[config.mk]
export PLATFORM = sky130hd
export DESIGN_NAME = memmap_decode
export DESIGN_NICKNAME = d
export VERILOG_FILES = /design/src/rtl/memmap_pkg.sv /design/src/rtl/memmap_region_match.sv /design/src/rtl/memmap_decode_core.sv /design/src/rtl/memmap_access_ctrl.sv /design/src/rtl/memmap_decode.sv
export SDC_FILE = /design/constraint.sdc
export NUM_CORES = 1
export LEC_CHECK = 0
export ABC_AREA = 1
export BUFFER_PORTS_ARGS = -buffer_cell sky130_fd_sc_hd__buf_4
export CAP_MARGIN = 20
export CORE_MARGIN = 2
export CORE_UTILIZATION = 55
export CTS_BUF_LIST = sky130_fd_sc_hd__clkbuf_4 sky130_fd_sc_hd__clkbuf_8
export DETAILED_ROUTE_END_ITERATION = 7
export GPL_TIMING_DRIVEN = 0
export PLACE_DENSITY = 0.8
export SLEW_MARGIN = 5
export SYNTH_ARGS = -nofsm -noshare
export SYNTH_HDL_FRONTEND = slang
export SYNTH_HIERARCHICAL = 1
export SYNTH_SLANG_ARGS = --single-unit
[constraint.sdc]
create_clock -name clk -period 1.9 [get_ports clk]
set_input_delay 0.19 -clock clk [delete_from_list [all_inputs] [get_ports clk]]
set_output_delay 0.19 -clock clk [all_outputs]
set_load 0.005 [all_outputs]
[src/rtl/memmap_pkg.sv]
package memmap_pkg;
  localparam int ADDR_W = 32;
  localparam int TGT_N  = 7;

  localparam int TGT_FLASH = 0;
  localparam int TGT_SRAM  = 1;
  localparam int TGT_EXT0  = 2;
  localparam int TGT_PERIF = 6;

  // Region table, index 0 in the rightmost slot
  localparam logic [TGT_N-1:0][ADDR_W-1:0] TGT_BASE = {
    32'hFFFF_0000, 32'h4000_0000, 32'h3000_0000, 32'h2000_0000,
    32'h1000_0000, 32'h0001_0000, 32'h0008_0000};
  localparam logic [TGT_N-1:0][ADDR_W-1:0] TGT_SIZE = {
    32'h0001_0000, 32'h0001_0000, 32'h0001_0000, 32'h0001_0000,
    32'h0001_0000, 32'h0000_2000, 32'h0001_0000};
  // External windows always go through the slow path
  localparam logic [TGT_N-1:0] TGT_SLOW = 7'b011_1100;

  localparam logic [ADDR_W-1:0] LOW_LIMIT = 32'h0001_0000;

  // Peripheral windows reached over the fast system bus
  localparam int FASTWIN_N = 2;
  localparam logic [FASTWIN_N-1:0][ADDR_W-1:0] FASTWIN_BASE = {
    32'hFFFF_FC00, 32'hFFFF_F400};
  localparam logic [ADDR_W-1:0] FASTWIN_SIZE = 32'h0000_0100;
endpackage

[src/rtl/memmap_region_match.sv]
module memmap_region_match #(
  parameter int          ADDR_W = 32,
  parameter int          OFS_W  = 16,
  parameter logic [31:0] BASE   = 32'h0,
  parameter logic [31:0] SIZE   = 32'h1_0000
) (
  input  logic [ADDR_W-1:0] addr,
  output logic              hit,
  output logic [OFS_W-1:0]  ofs
);
  localparam logic [ADDR_W-1:0] LOW_MASK  = ADDR_W'(SIZE - 32'd1);
  localparam logic [ADDR_W-1:0] HIGH_MASK = ~LOW_MASK;

  always_comb begin
    hit = ((addr & HIGH_MASK) == ADDR_W'(BASE));
    ofs = addr[OFS_W-1:0] & LOW_MASK[OFS_W-1:0];
  end
endmodule

[src/rtl/memmap_decode_core.sv]
module memmap_decode_core
  import memmap_pkg::*;
#(
  parameter int OFS_W     = 16,
  parameter int WAIT_W    = 2,
  parameter int FAST_WAIT = 1,
  parameter int SLOW_WAIT = 2
) (
  input  logic [ADDR_W-1:0] addr,
  input  logic              remap,
  output logic [TGT_N-1:0]  sel,
  output logic [OFS_W-1:0]  ofs,
  output logic              err,
  output logic [WAIT_W-1:0] wait_n
);
  localparam logic [ADDR_W-1:0] SRAM_LIMIT = TGT_SIZE[TGT_SRAM];
  localparam logic [ADDR_W-1:0] FW_HIGH    = ~(FASTWIN_SIZE - 32'd1);

  logic [TGT_N-1:0] hit;
  logic [OFS_W-1:0] reg_ofs [TGT_N];

  for (genvar g = 0; g < TGT_N; g++) begin : g_rgn
    memmap_region_match #(
      .ADDR_W(ADDR_W), .OFS_W(OFS_W),
      .BASE(TGT_BASE[g]), .SIZE(TGT_SIZE[g])
    ) u_match (
      .addr(addr), .hit(hit[g]), .ofs(reg_ofs[g])
    );
  end

  logic fast_win;
  always_comb begin
    fast_win = 1'b0;
    for (int i = 0; i < FASTWIN_N; i++)
      fast_win = fast_win | ((addr & FW_HIGH) == FASTWIN_BASE[i]);
  end

  logic low_hit;
  assign low_hit = (addr < LOW_LIMIT);

  always_comb begin
    sel = '0;
    ofs = '0;
    err = 1'b0;
    if (low_hit) begin
      if (remap) begin
        sel[TGT_FLASH] = 1'b1;
        ofs            = addr[OFS_W-1:0];
      end else if (addr < SRAM_LIMIT) begin
        sel[TGT_SRAM] = 1'b1;
        ofs           = addr[OFS_W-1:0];
      end else begin
        err = 1'b1;
      end
    end else if (|hit) begin
      sel = hit;
      for (int i = 0; i < TGT_N; i++)
        if (hit[i]) ofs = ofs | reg_ofs[i];
    end else begin
      err = 1'b1;
    end
  end

  always_comb begin
    if (|(sel & TGT_SLOW) || (sel[TGT_PERIF] && !fast_win))
      wait_n = WAIT_W'(SLOW_WAIT);
    else
      wait_n = WAIT_W'(FAST_WAIT);
  end
endmodule

[src/rtl/memmap_access_ctrl.sv]
module memmap_access_ctrl #(
  parameter int WAIT_W = 2
) (
  input  logic              clk,
  input  logic              rst_n,
  input  logic              valid,
  input  logic [WAIT_W-1:0] wait_in,
  output logic              busy,
  output logic              ready,
  output logic              accept
);
  logic [WAIT_W-1:0] cnt_q, cnt_d;
  logic              busy_d;

  assign accept = valid && !busy;
  assign ready  = busy && (cnt_q == '0);

  always_comb begin
    busy_d = busy;
    cnt_d  = cnt_q;
    if (accept) begin
      busy_d = 1'b1;
      cnt_d  = wait_in - WAIT_W'(1);
    end else if (busy && cnt_q != '0) begin
      cnt_d = cnt_q - WAIT_W'(1);
    end else if (ready) begin
      busy_d = 1'b0;
    end
  end

  always_ff @(posedge clk or negedge rst_n) begin
    if (!rst_n) begin
      busy  <= 1'b0;
      cnt_q <= '0;
    end else begin
      busy  <= busy_d;
      cnt_q <= cnt_d;
    end
  end
endmodule

[src/rtl/memmap_decode.sv]
module memmap_decode
  import memmap_pkg::*;
#(
  parameter int OFS_W     = 16,
  parameter int WAIT_W    = 2,
  parameter int FAST_WAIT = 1,
  parameter int SLOW_WAIT = 2
) (
  input  logic              clk,
  input  logic              rst_n,
  input  logic              req_valid,
  input  logic [31:0]       req_addr,
  output logic              req_ready,
  input  logic              remap_wr,
  input  logic              remap_wdata,
  output logic [6:0]        tgt_sel,
  output logic [OFS_W-1:0]  tgt_offset,
  output logic              dec_err,
  output logic [WAIT_W-1:0] wait_cycles
);
  logic remap_q, remap_d;

  logic [TGT_N-1:0]  sel_c;
  logic [OFS_W-1:0]  ofs_c;
  logic              err_c;
  logic [WAIT_W-1:0] wait_c;

  logic busy, accept;

  memmap_decode_core #(
    .OFS_W(OFS_W), .WAIT_W(WAIT_W),
    .FAST_WAIT(FAST_WAIT), .SLOW_WAIT(SLOW_WAIT)
  ) u_core (
    .addr(req_addr), .remap(remap_q),
    .sel(sel_c), .ofs(ofs_c), .err(err_c), .wait_n(wait_c)
  );

  memmap_access_ctrl #(.WAIT_W(WAIT_W)) u_ctrl (
    .clk(clk), .rst_n(rst_n), .valid(req_valid), .wait_in(wait_c),
    .busy(busy), .ready(req_ready), .accept(accept)
  );

  // Remap control: clock enable is the write strobe
  assign remap_d = remap_wr ? remap_wdata : remap_q;

  always_ff @(posedge clk or negedge rst_n) begin
    if (!rst_n) remap_q <= 1'b1;
    else        remap_q <= remap_d;
  end

  // Decode result captured on acceptance, held until completion
  logic [TGT_N-1:0]  sel_d;
  logic [OFS_W-1:0]  ofs_d;
  logic              err_d;
  logic [WAIT_W-1:0] wait_d;

  always_comb begin
    sel_d  = tgt_sel;
    ofs_d  = tgt_offset;
    err_d  = dec_err;
    wait_d = wait_cycles;
    if (accept) begin
      sel_d  = sel_c;
      ofs_d  = ofs_c;
      err_d  = err_c;
      wait_d = wait_c;
    end
  end

  always_ff @(posedge clk or negedge rst_n) begin
    if (!rst_n) begin
      tgt_sel     <= '0;
      tgt_offset  <= '0;
      dec_err     <= 1'b0;
      wait_cycles <= '0;
    end else begin
      tgt_sel     <= sel_d;
      tgt_offset  <= ofs_d;
      dec_err     <= err_d;
      wait_cycles <= wait_d;
    end
  end
endmodule

==> Word-level counts from Yosys, hierarchy flattened <==
Index checks and enable logic that the tools add are counted.
{ "word_totals": {"output_inout_bits": 27, "inputBits": 37, "reg_bits": 30} }
{ "op_classes": {"reduce_logical": 14, "muxes": 39, "n_bitwise": 7, "addsub": 2, "eq_ne": 10, "magnitude_cmp": 2} }
{ "op_table": {"columns": ["cell", "n"], "rows": [
  ["two-way mux 16 bit", 23],
  ["OR 16 bit", 5],
  ["== test 24 bit, second input constant", 2],
  ["== test 16 x 14 -> 1 bit, second input constant", 2],
  ["< comparator 32 x 14 -> 1 bit, second input constant", 1],
  ["< comparator 32 x 17 -> 1 bit, second input constant", 1],
  ["== test 19 x 4 -> 1 bit, second input constant", 1],
  ["== test 16 x 13 -> 1 bit, second input constant", 1],
  ["== test 16 x 15 -> 1 bit, second input constant", 1],
  ["== test 16 bit, second input constant", 1],
  ["== test 16 x 4 -> 1 bit, second input constant", 1],
  ["OR 16 x 13 -> 16 bit", 1],
  ["two-way mux 1 bit", 10],
  ["two-way mux 2 bit", 4],
  ["two-way mux 7 bit", 1],
  ["OR reduction 7 bit", 1],
  ["nonzero test 2 bit", 3],
  ["two-way mux 5 bit", 1],
  ["logical AND 1 bit", 4],
  ["OR reduction 4 bit", 1],
  ["subtractor 2 x 1 -> 2 bit, second input constant", 2],
  ["zero test 1 bit", 2],
  ["zero test 2 bit", 1],
  ["!= test 2 bit, second input constant", 1],
  ["3 further kinds", 3]
]} }

==> Depth between registers and ports, before layout <==
Gate-level depths: netlist of the first run.
{ "depth": {"ltp_word": 28, "depth_mapped": 16, "ltp_nobuf": 15} }

==> Modules after synthesis <==
The synthesis of the first run kept the hierarchy.
{ "modules_own_cells": {"columns": ["mod", "seq_area_each_um2", "cells_per_inst", "n_inst", "area_per_inst_um2"], "rows": [
  ["memmap_decode_core", 0.0, 304, 1, 1303.8],
  ["memmap_decode", 676.9, 115, 1, 1064.8],
  ["memmap_region_match at u_core.g_rgn[0].u_match ...", 0.0, 46, 4, 232.7],
  ["memmap_region_match at u_core.g_rgn[4].u_match", 0.0, 45, 1, 229.0],
  ["memmap_access_ctrl", 75.1, 31, 1, 212.7],
  ["memmap_region_match at u_core.g_rgn[1].u_match", 0.0, 32, 1, 186.4],
  ["memmap_region_match at u_core.g_rgn[6].u_match", 0.0, 31, 1, 176.4]
]} }

==> Least setup slack after synthesis of the first run <==
OpenSTA, ideal clock, no wires.
{ "synth_timing": {"kind": "input port to flip-flop", "from": "input port req_addr[30]", "to": "register u_ctrl.cnt_q[1]", "n_path_buf": 2, "stages": 15, "arrival_ns": 1.513, "slack_ns": 0.269, "setup_time_ns": 0.117, "cell_sequence": "inv_1 nand2_1 nor2_1 nand2_1 nor2_1 buf_2 clkbuf_1 o21ai_0 inv_1 nor2_1 nand3b_1 nand2_1 nand2_1 nand3_1 nand2_1"} }
{ "synth_between": {"elab_chain_len": 9, "elab_cells_between_ends": 21} }
{ "synth_lines": {"columns": ["element", "line_no", "text"], "rows": [
  ["start: declaration", "memmap_decode.sv:12", "input logic [31:0] req_addr,"],
  ["== test 16 x 14 -> 1 bit (*)", "memmap_region_match.sv:15", "hit = ((addr & HIGH_MASK) == ADDR_W'(BASE));"],
  ["via u_core.hit[3]", "memmap_decode_core.sv:19", "logic [TGT_N-1:0] hit;"],
  ["OR reduction 7 bit", "memmap_decode_core.sv:55", "end else if (|hit) begin"],
  ["two-way mux 7 bit (*)", "memmap_decode_core.sv:55", null],
  ["two-way mux 5 bit (*)", "memmap_decode_core.sv:45", "if (low_hit) begin"],
  ["OR reduction 4 bit or logical AND 1 bit (tied branches)", "memmap_decode_core.sv:65", "if (|(sel & TGT_SLOW) || (sel[TGT_PERIF] && !fast_win))"],
  ["logical OR 1 bit (*)", "memmap_decode_core.sv:65", null],
  ["two-way mux 2 bit (*)", "memmap_decode_core.sv:65", null],
  ["via wait_c[0]", "memmap_decode.sv:26", "logic [WAIT_W-1:0] wait_c;"],
  ["subtractor 2 x 1 -> 2 bit (*)", "memmap_access_ctrl.sv:23", "cnt_d = wait_in - WAIT_W'(1);"],
  ["two-way mux 2 bit (*)", "memmap_access_ctrl.sv:21", "if (accept) begin"],
  ["end signal: assignment", "memmap_access_ctrl.sv:37", "cnt_q <= cnt_d;"],
  ["end: declaration", "memmap_access_ctrl.sv:12", "logic [WAIT_W-1:0] cnt_q, cnt_d;"]
]} }
Mark *: on every way through the listed nets, which the timed path passes. The rest lies on a longest branch.
A chain may end at the register's enable or synchronous reset.

==> Worst setup path in the final report of the first run <==
{ "layout_timing": {"from": "input port req_addr[23]", "to": "register u_ctrl.cnt_q[1]"} }
{ "layout_between": {"elab_chain_len": 9, "elab_cells_between_ends": 21} }
{ "layout_lines": {"columns": ["element", "line_no"], "rows": [
  ["== test 16 bit (*)", "memmap_region_match.sv:15"],
  ["via u_core.hit[6]", "memmap_decode_core.sv:19"],
  ["OR reduction 7 bit", "memmap_decode_core.sv:55"],
  ["two-way mux 7 bit (*)", "memmap_decode_core.sv:55"],
  ["two-way mux 5 bit (*)", "memmap_decode_core.sv:45"],
  ["OR reduction 4 bit or logical AND 1 bit (tied branches)", "memmap_decode_core.sv:65"],
  ["logical OR 1 bit (*)", "memmap_decode_core.sv:65"],
  ["two-way mux 2 bit (*)", "memmap_decode_core.sv:65"],
  ["via wait_c[0]", "memmap_decode.sv:26"],
  ["subtractor 2 x 1 -> 2 bit (*)", "memmap_access_ctrl.sv:23"],
  ["two-way mux 2 bit (*)", "memmap_access_ctrl.sv:21"]
]} }
Marked as above.

==> results of run 1 <==
-- area by class of cell --
class	instances	share of cell area, %
clock buffers	8	2.28
plain buffers	132	20.4
flip-flops and latches	30	15.6
repair buffers	64	9.99
well taps	99	2.56
multi-input cells	473	40.8
inverters	106	8.39
-- per-stage QoR --
step                      area (µm²)  setup WS [ps]
final                           4830            235
after global routing            4830           51.4
after CTS                       4820           57.5
after detailed placement        4710           -458
after global placement          4710           -424
after floorplan                 4110            269
-- cell families (layout without fill, tap and decap cells) --
group                  Yosys count  in the layout  share of synthesized area [%]
AO/OA/AOI/OAI                   25             25                           3.11
AND/OR/NAND/NOR                445            445                           44.5
flip-flops                      30             30                           18.3
other                            1              3                         0.0914
buffers and inverters          241            310                           33.9
-- power by group through the flow --
| stage | Sequential [mW] | Combinational (mW) | Clock (mW) |
|---|---|---|---|
| CTS | 0.752 | 0.858 | 0.597 |
| finish | 0.751 | 0.857 | 0.589 |
| floorplan | 0.755 | 0.588 | 0 |
| detailed placement | 0.763 | 0.854 | 0 |
| global route | 0.759 | 0.951 | 0.628 |
| global placement | 0.758 | 0.827 | 0 |
-- synth_stat cells --
cell type  number
nor4_1          1
nor3_4          1
nand2_1       316
buf_2           9
nand3_1        22
inv_1         104
a21boi_0        1
o21ai_0        19
nor3_1          1
nor3b_1         1
buf_8           1
buf_6           4
inv_8           1
nand2_4         1
dfrtp_1        29
nand3_2         1
a21oi_1         3
nor2_1         70
conb_1          1
nand2_2         7
clkbuf_1        7
inv_2           1
buf_4         114
nand4_1        18
nand3b_1        3
o21ai_1         2
nor2_4          3
dfstp_2         1
-- final timing paths --
| check | startpoint | endpoint | cells after the start |
|---|---|---|---|
| worst max-delay path | req_addr[23] | u_ctrl/cnt_q[1] | 15 |
| worst max register to register | remap_q | tgt_offset[6] | 7 |
| max in group asynchronous | rst_n | remap_q | 2 |
| worst min-delay path | remap_wr | remap_q | 4 |
| worst min register to register | tgt_sel[3] | tgt_sel[3] | 2 |
| min in group asynchronous | rst_n | u_ctrl/cnt_q[1] | 2 |
-- registers in the layout, summed over array words and instances, names as in the netlist --
signal and count:
dec_err 1, tgt_offset 16, u_ctrl/cnt_q 2, remap_q 1
u_ctrl/busy 1, wait_cycles 2, tgt_sel 7
-- worst min-delay path, delay by kind of cell --
kind                   cells  cell delay (ps)
AND/OR/NAND/NOR            2               90
buffers and inverters      2              110
-- repair_timing --
item / 4_1_cts / 5_1_grt
pin swaps: 0 / 0
hold endpoints to repair: 29 / 0
setup endpoints to repair: 2 / 13
resized for setup: 0 / 12
hold buffers: 1 / 0
buffers inserted: 0 / 0
-- metal layers --
| metal | track usage (%) | wire length [µm] | up-vias |
|---|---|---|---|
| met5 | 0 | 0 | - |
| met4 | 6.15 | 114 | 0 |
| met3 | 1.59 | 460 | 9 |
| met2 | 43.4 | 4650 | 108 |
| met1 | 32.3 | 4670 | 1876 |
| li1 | - | - | 2226 |
==> results.toml, run 1 <==
[sta]
holdWs_ps = 117
fmax_mhz = 601
grt_setup_unrepaired = "false"
setup_viol = 0
period_share_pct = 87.6
skew_ps = 2.24
period_needed_ps = 1670
drv_slew = 0
setup_tns_ps = 0
finalHoldViolations = 0

[routing]
drc = 0
routed_wl_um = 9900
drt_first_iter_violations = 218
ant_nets = 0
wl_per_cell_um = 10.9
firstDrtPassIters = 5
vias_per_cell = 4.63
via_count = 4219

[floorplan]
fp.dieH_um = 90.4
dieArea_mm2 = 0.00817
io_pins = 64
num_rows = 31
core-area_mm2 = 0.00725
die_x_um = 90.4
start_util_pct = 56.6

[pwr]
intPower_mw = 1.48
pwr-share-seq_pct = 34.2
p_clk_share_pct = 26.8
switching_power_mw = 0.716
cellLeakagePower_nw = 2.97
peakVddDrop_mv = 0.284
fin_total_pwr_mw = 2.20
power_frac_comb_pct = 39.0
power_density_mw_per_mm2 = 455
swShare_pct = 32.6

[synthesis]
ys_seq_area_share_pct = 18.3
syn_inst = 742
ys_seq_elements = 30
synth.distinct_cells = 28
synth_top_area_share_pct = 28.9
yosys.area.top_type = "nand2_1"
synth_area_leaders = "nand2_1 29%, buf_4 21%, dfrtp_1 18%, inv_1 9.5%, nor2_1 6.4%"
syn-cell-area_mm2 = 0.00410
avgSynthCellArea_um2 = 5.53
yosys_warnings = 6

[worst_setup_path]
critPathBufInv = 3
critPathMostFrequentCell = "nand2_1"
end_kind = "flip-flop"
worstPathRequired_ps = 2070
cp.arrival_ps = 1840
start_kind = "primary input"
critPathMaxFanout = 10
critical_path_class = "primary input to flip-flop"
rrSetupSlack_ps = 610
slowest_stage = "clkbuf_4"
crit_chain = "buf_4, nand2_1, nor2_1, nand2_1, nor2_1, clkbuf_4, clkbuf_4, nand2_1, nor2_1, nor2_2, nand3b_1, nand2_1, nand2_1, nand3_1, nand2_1"
critical-path-max-stage-delay_ps = 250
cp_top_family = "simple AND/OR/NAND/NOR gates"

[global_route]
grt_use_total_pct = 24.4
antenna_found_initial = 0
grt_start_max_net_pins = 31
grt_first_pass_wirelength_um = 16800
grt-ovfl-total = 0
grt_pass1_vias = 3727

[clocking]
cts_tree = "built"
insertion_delay_ps = 280
clockRootBuffer = "clkbuf_8"
cts_buffers = 5
clock_path_buffers = 2
h-tree-depth = 2
clk_pin_slew_ps = 60
cts_sinks = 30

[cells_and_area]
fin_cells = 912
seqCellArea_um2 = 752
drive_gt1_share_pct = 27.1
n_fill_cell = 685
area_delta_synth_final_pct = 17.7
most-common-layout-cells = "316 x nand2_1, 177 x buf_4, 104 x inv_1"
multi_input_area_mm2 = 0.00197
fin_nets = 849
final_common_cell = "nand2_1"
diodes = 0
post-route-util_pct = 66.6

[outcome]
run_status = "finished, final reports clean"

[placement]
place.gp.congestion = 0.918
io_buffers = 63
dp.final_hpwl_um = 7660
placedCellCount = 906

[worst_hold_path]
worstHoldPathType = "primary input to flip-flop"

[run]
drv_cap = 0
Power figures use the tool's default switching activity.
==> inputs of run 2 (changes only) <==
--- a/config.mk
+++ b/config.mk
@@ -9,13 +9,12 @@
 export BUFFER_PORTS_ARGS = -buffer_cell sky130_fd_sc_hd__buf_4
 export CAP_MARGIN = 20
 export CORE_MARGIN = 2
-export CORE_UTILIZATION = 55
+export CORE_UTILIZATION = 54
 export CTS_BUF_LIST = sky130_fd_sc_hd__clkbuf_4 sky130_fd_sc_hd__clkbuf_8
 export DETAILED_ROUTE_END_ITERATION = 7
 export GPL_TIMING_DRIVEN = 0
-export PLACE_DENSITY = 0.8
+export PLACE_DENSITY = 0.9
 export SLEW_MARGIN = 5
 export SYNTH_ARGS = -nofsm -noshare
 export SYNTH_HDL_FRONTEND = slang
-export SYNTH_HIERARCHICAL = 1
 export SYNTH_SLANG_ARGS = --single-unit
==> results.toml, run 2 <==
[global_route]
grt_use_total_pct = 25.8
grt_pass1_vias = 1588
grt-ovfl-total = 0
grt_start_max_net_pins = 31
grt_first_pass_wirelength_um = 6810
antenna_found_initial = 0

[placement]
dp.final_hpwl_um = 3110
io_buffers = 63
place.gp.congestion = 0.895

[synthesis]
synth-edff-count = 0
synth_nets = 267
synth-async-reset-ratio_pct = 100
avgSynthCellArea_um2 = 7.03
synth_top_area_share_pct = 44.9
synth_area_leaders = "dfrtp_1 45%, nand2_1 19%, nor2_1 9.1%, nand3_1 8.7%, inv_1 4.4%"
synth.distinct_cells = 21
ys_seq_elements = 30
ys.flop_type = "dfrtp_1"
yosys.area.top_type = "dfrtp_1"
synth_most_common_cell = "nand2_1"
yosys_warnings = 0
ys_seq_area_share_pct = 46.5
syn_inst = 230
syn-cell-area_mm2 = 0.00162
synth_common_cells = "83 x nand2_1, 39 x nor2_1, 29 x dfrtp_1"

[sta]
period_needed_ps = 1390
grt_setup_unrepaired = "false"
fmax_mhz = 717
setup_viol = 0
drv_slew = 0
period_share_pct = 73.4
holdWs_ps = 36.9
tightest_slew_ps = 419
finalHoldViolations = 0
slew_headroom_pct = 72.1
skew_ps = 6.41
setup_tns_ps = 0

[floorplan]
core-area_mm2 = 0.00281
start_util_pct = 57.6
fp.dieH_um = 58.7
dieArea_mm2 = 0.00345
io_pins = 64
die_x_um = 58.7
num_rows = 19

[outcome]
run_status = "finished, violations left"
failed_checks = "design-rule violations"

[clocking]
clockRootBuffer = "clkbuf_4"
clk_pin_slew_ps = 90
post_cts_resized = 0
cts_buffers = 5
cts_setup_buffers = 0
insertion_delay_ps = 310
cts_sinks = 30
cts_hold_buf = 1
cts_tree = "built"
clock_path_buffers = 2
h-tree-depth = 2

[cells_and_area]
final_common_cell = "nand2_1"
top_regs = "tgt_offset (16), tgt_sel (7)"
fin_nets = 338
most-common-layout-cells = "83 x nand2_1, 65 x buf_4, 39 x nor2_1"
drive_gt1_share_pct = 26.5
n_fill_cell = 240
largest_reg_flops = 16
diodes = 0
top_register = "tgt_offset"
area_delta_synth_final_pct = 36.2
post-route-util_pct = 78.5

[worst_hold_path]
whs_path_depth = 2
min_to = "remap_q"
worstHoldPathType = "primary input to flip-flop"
hp-start = "remap_wr"

[routing]
vias_per_cell = 5.05
routed_wl_um = 4020
ant_nets = 0
firstDrtPassIters = 7
via_count = 1682
wl_per_cell_um = 12.1
drc = 4
drt_first_iter_violations = 67

[worst_setup_path]
critical_path_class = "flip-flop to flip-flop"
cp.arrival_ps = 1570
worstPathRequired_ps = 2080
rr_startpoint = "u_ctrl.busy"
start_kind = "flip-flop"
critPathLaunch = "u_ctrl.busy"
rrSetupSlack_ps = 510
critPathMaxFanout = 10
reg2reg_depth = 5
r2r_end = "dec_err"
end_kind = "flip-flop"

[pwr]
cellLeakagePower_nw = 1.24
power_density_mw_per_mm2 = 720
fin_total_pwr_mw = 1.59
peakVddDrop_mv = 0.581

[run]
drv_cap = 0
run 2: layout make-up:
type	instances	area, µm²	share of cell area (%)
multi-input combinational	175	756	34.3
clock inverter	2	12.5	0.568
buffer	6	37.5	1.70
sequential	30	752	34.1
inverter	19	71.3	3.24
timing repair buffer	64	483	21.9
tap	31	38.8	1.76
clock buffer	6	51.3	2.33
run 2: critical path: stages (launching register included):
cell and delay (ps):
dfrtp_1 390, nor2_1 320, inv_1 140, clkbuf_1 240, nand2_1 90, o21ai_0 90
run 2: cells by family (layout without fill, tap and decap cells):
group                  after synthesis  after routing  share of synthesized area (%)
flip-flops                          30             30                           46.5
AND/OR/NAND/NOR                    162            162                           42.3
AO/OA/AOI/OAI                       13             13                           4.41
buffers and inverters               25             97                           6.73
run 2: how the worst max path moves through the flow:
stage / to / slack (ps) / cells after the start
global route: dec_err / 370 / 5
floorplan: tgt_offset[10] / 680 / 10
global placement: tgt_offset[3] / 350 / 11
detailed placement: tgt_offset[6] / 310 / 11
finish: dec_err / 510 / 5
CTS: dec_err / 520 / 5
run 2: layer usage:
layer / up-vias / wire [µm] / part of all wire (%) / global-route usage [%]
met5: - / 0 / 0 / 0
met1: 755 / 1770 / 44 / 34.5
li1: 873 / - / - / -
met4: 0 / 38 / 0.94 / 6.82
met2: 47 / 1990 / 49 / 43.0
met3: 7 / 224 / 5.6 / 5.27
run 2: power breakdown:
group	total, mW	switching (mW)	leakage [nW]	internal (mW)
clock network	0.387	0.209	0.0343	0.178
registers	0.752	0.0468	0.403	0.706
logic	0.446	0.246	0.798	0.199
run 2: metrics by stage:
step | setup WS [ps] | instance area (µm²) | cells
after floorplan | 681 | 1620 | 230
after global placement | 352 | 2130 | 324
after detailed placement | 305 | 2130 | 324
after CTS | 516 | 2200 | 333
after global routing | 368 | 2200 | 333
final | 506 | 2200 | 333
==> inputs of run 3 (changes only) <==
--- a/config.mk
+++ b/config.mk
@@ -5,15 +5,15 @@
 export SDC_FILE = /design/constraint.sdc
 export NUM_CORES = 1
 export LEC_CHECK = 0
-export ABC_AREA = 1
+export ABC_AREA = 0
 export BUFFER_PORTS_ARGS = -buffer_cell sky130_fd_sc_hd__buf_4
 export CAP_MARGIN = 20
 export CORE_MARGIN = 2
-export CORE_UTILIZATION = 54
+export CORE_UTILIZATION = 48
 export CTS_BUF_LIST = sky130_fd_sc_hd__clkbuf_4 sky130_fd_sc_hd__clkbuf_8
 export DETAILED_ROUTE_END_ITERATION = 7
 export GPL_TIMING_DRIVEN = 0
-export PLACE_DENSITY = 0.9
+export PLACE_DENSITY = 0.84
 export SLEW_MARGIN = 5
 export SYNTH_ARGS = -nofsm -noshare
 export SYNTH_HDL_FRONTEND = slang
==> constraint.sdc (replaced) <==
create_clock -name clk -period 1.4 [get_ports clk]
set_input_delay 0.14 -clock clk [delete_from_list [all_inputs] [get_ports clk]]
set_output_delay 0.14 -clock clk [all_outputs]
set_load 0.005 [all_outputs]
==> results.toml, run 3 <==
[routing]
top_layer_used = "met4"
drt-met1-wl_um = 1620
met2WireLength_um = 2270
drt_first_iter_violations = 57
wl_met3_um = 248
wl_per_cell_um = 16.5
via_count = 1437
drc = 0
ant_nets = 0
routed_wl_um = 4170
vias_per_cell = 5.68
firstDrtPassIters = 4

[cells_and_area]
drive_gt1_share_pct = 48.6
fin_nets = 258
post-route-util_pct = 78.9
most-common-layout-cells = "63 x buf_4, 45 x nand2_1, 29 x dfrtp_1"
n_fill_cell = 192
largest_reg_flops = 16
top_regs = "tgt_offset (16), tgt_sel (7)"
design_area_mm2 = 0.00218
final_common_cell = "buf_4"
area_delta_synth_final_pct = 57.0
diodes = 0
top_register = "tgt_offset"

[global_route]
grt-ovfl-total = 0
antenna_found_initial = 0
grt_pass1_vias = 1469
grt_first_pass_wirelength_um = 7110
grt_start_max_net_pins = 31
grt_use_total_pct = 28.2

[pwr]
peakVddDrop_mv = 1.55
power_density_mw_per_mm2 = 1520
cellLeakagePower_nw = 1.03

[worst_setup_path]
slowest_stage = "dfstp_2"
critPathMaxFanout = 5
crit_cells = 6
cp.arrival_ps = 1730
critPathBufInv = 1
end_kind = "flip-flop"
critical-path-max-stage-delay_ps = 560
cp_top_family = "flip-flops"
start_kind = "flip-flop"
reg2reg_depth = 6
critical_path_class = "flip-flop to flip-flop"
worstPathRequired_ps = 1670
crit_chain = "nor2_1, o221ai_1, a311oi_2, and2_4, buf_8, a21oi_4"

[clocking]
clock_path_buffers = 2
cts_sinks = 30
cts_tree = "built"
insertion_delay_ps = 340
clockRootBuffer = "clkbuf_4"
h-tree-depth = 2
clk_pin_slew_ps = 100
cts_buffers = 5

[synthesis]
syn_inst = 146
synth_area_leaders = "dfrtp_1 52%, nand2_1 12%, a21oi_1 6.1%, nand4_1 2.7%, o31ai_1 2.7%"
synth_most_common_cell = "nand2_1"
yosys.area.top_type = "dfrtp_1"
muxShareOfSynthArea_pct = 1.62
ys_seq_elements = 30
synth_xor_area_share_pct = 0
synth_common_cells = "45 x nand2_1, 29 x dfrtp_1, 17 x a21oi_1"
synth-compound-area-share_pct = 14.4
synth-edff-count = 0
ys_seq_area_share_pct = 54.2
synth_fa_ha_area_share_pct = 0
synth_top_area_share_pct = 52.3
avgSynthCellArea_um2 = 9.50
syn-cell-area_mm2 = 0.00139
yosys.area_share.simple_pct = 27.4
synth-async-reset-ratio_pct = 100
yosys_warnings = 0
synth.distinct_cells = 31
synth_top_family_by_area = "simple AND/OR/NAND/NOR gates"
ys.flop_type = "dfrtp_1"
synth_nets = 183

[outcome]
failed_checks = "negative setup slack"
run_status = "finished, violations left"

[worst_hold_path]
whs_path_depth = 3
worstHoldPathType = "primary input to flip-flop"

[floorplan]
io_pins = 64
start_util_pct = 50.3
dieArea_mm2 = 0.00333
core-area_mm2 = 0.00276
die_x_um = 57.7
num_rows = 19
fp.dieH_um = 57.7

[sta]
tightest_slew_ps = 619
grt_setup_unrepaired = "true"
slew_headroom_pct = 58.2
finalHoldViolations = 0
period_share_pct = 104
skew_ps = 7.73
period_needed_ps = 1460
fin_ws_ps = -61.4
drv_slew = 0
fmax_mhz = 684
setup_viol = 16

[placement]
place.gp.congestion = 0.849
place_area_mm2 = 0.00191
pre_cts_ws_ps = -493
dp.final_hpwl_um = 2880
io_buffers = 63

[run]
drv_cap = 0
## run 3: cell count changes in the layout (fill, tap and decap cells not counted), sizes merged, moves of 5 or more
cell,previous run,this run
inv,19,0
o21ai,9,3
nand2,84,46
o31ai,0,5
nor2,41,6
nand3,29,1
nor2b,0,5
a21oi,1,17
## run 3: logic make-up after synthesis
logic type | Yosys count
AOI/OAI and AO/OA | 31
and+or+nand+nor | 77
muxes | 2
buffers and inverters | 6
DFF | 30
## run 3: final cells by class
type	count	area (µm²)	area share, %
buffer	6	41.3	1.90
clock buffer	6	51.3	2.36
clock inverter	2	60.1	2.76
multi-input combinational	110	702	32.2
sequential	30	752	34.5
tap	31	38.8	1.78
timing repair buffer	68	532	24.4
## run 3: timing repair
item                                    CTS  global route
pin swaps                                 3             0
cloned                                    1             0
hold endpoints to repair                 29             0
hold buffers                              1             0
gates resized for setup                  19            15
endpoints found under the setup margin   20            24
buffers inserted                          3             0
## run 3: worst paths after layout
kind                             start       endpoint  slack (ps)
min                        req_addr[7]  tgt_offset[7]          40
min reg2reg                 tgt_sel[1]     tgt_sel[1]         490
min in group asynchronous        rst_n  tgt_offset[2]         250
max in group asynchronous        rst_n        remap_q         820
max                            remap_q  tgt_offset[3]         -60
max reg2reg                    remap_q  tgt_offset[3]         -60
## run 3: power by group
group	switching (mW)	internal, mW
clock network	0.314	0.605
logic	0.575	0.616
registers	0.131	1.07
## run 3: routing by layer
layer  track usage [%]  vias up
met5                 0        -
met4              7.31        0
met3              7.59        6
met2              48.7       53
met1              34.9      712
li1                  -      666
## run 3: per-stage QoR
step | hold WS (ps) | instances | total power [mW] | TNS [ps]
floorplan | -156 | 146 | 1.63 | -2780
global placement | 76.1 | 240 | 2.14 | -7980
detailed placement | 84.8 | 240 | 2.19 | -8280
CTS | 31.0 | 253 | 3.25 | -525
global route | 33.4 | 253 | 3.49 | -1740
finish | 41.0 | 253 | 3.31 | -577
## run 3: worst reg2reg max path: stages (launching register included)
cell and delay [ps]:
dfstp_2 560, nor2_1 40, o221ai_1 190, a311oi_2 150, and2_4 210, buf_8 140
a21oi_4 110
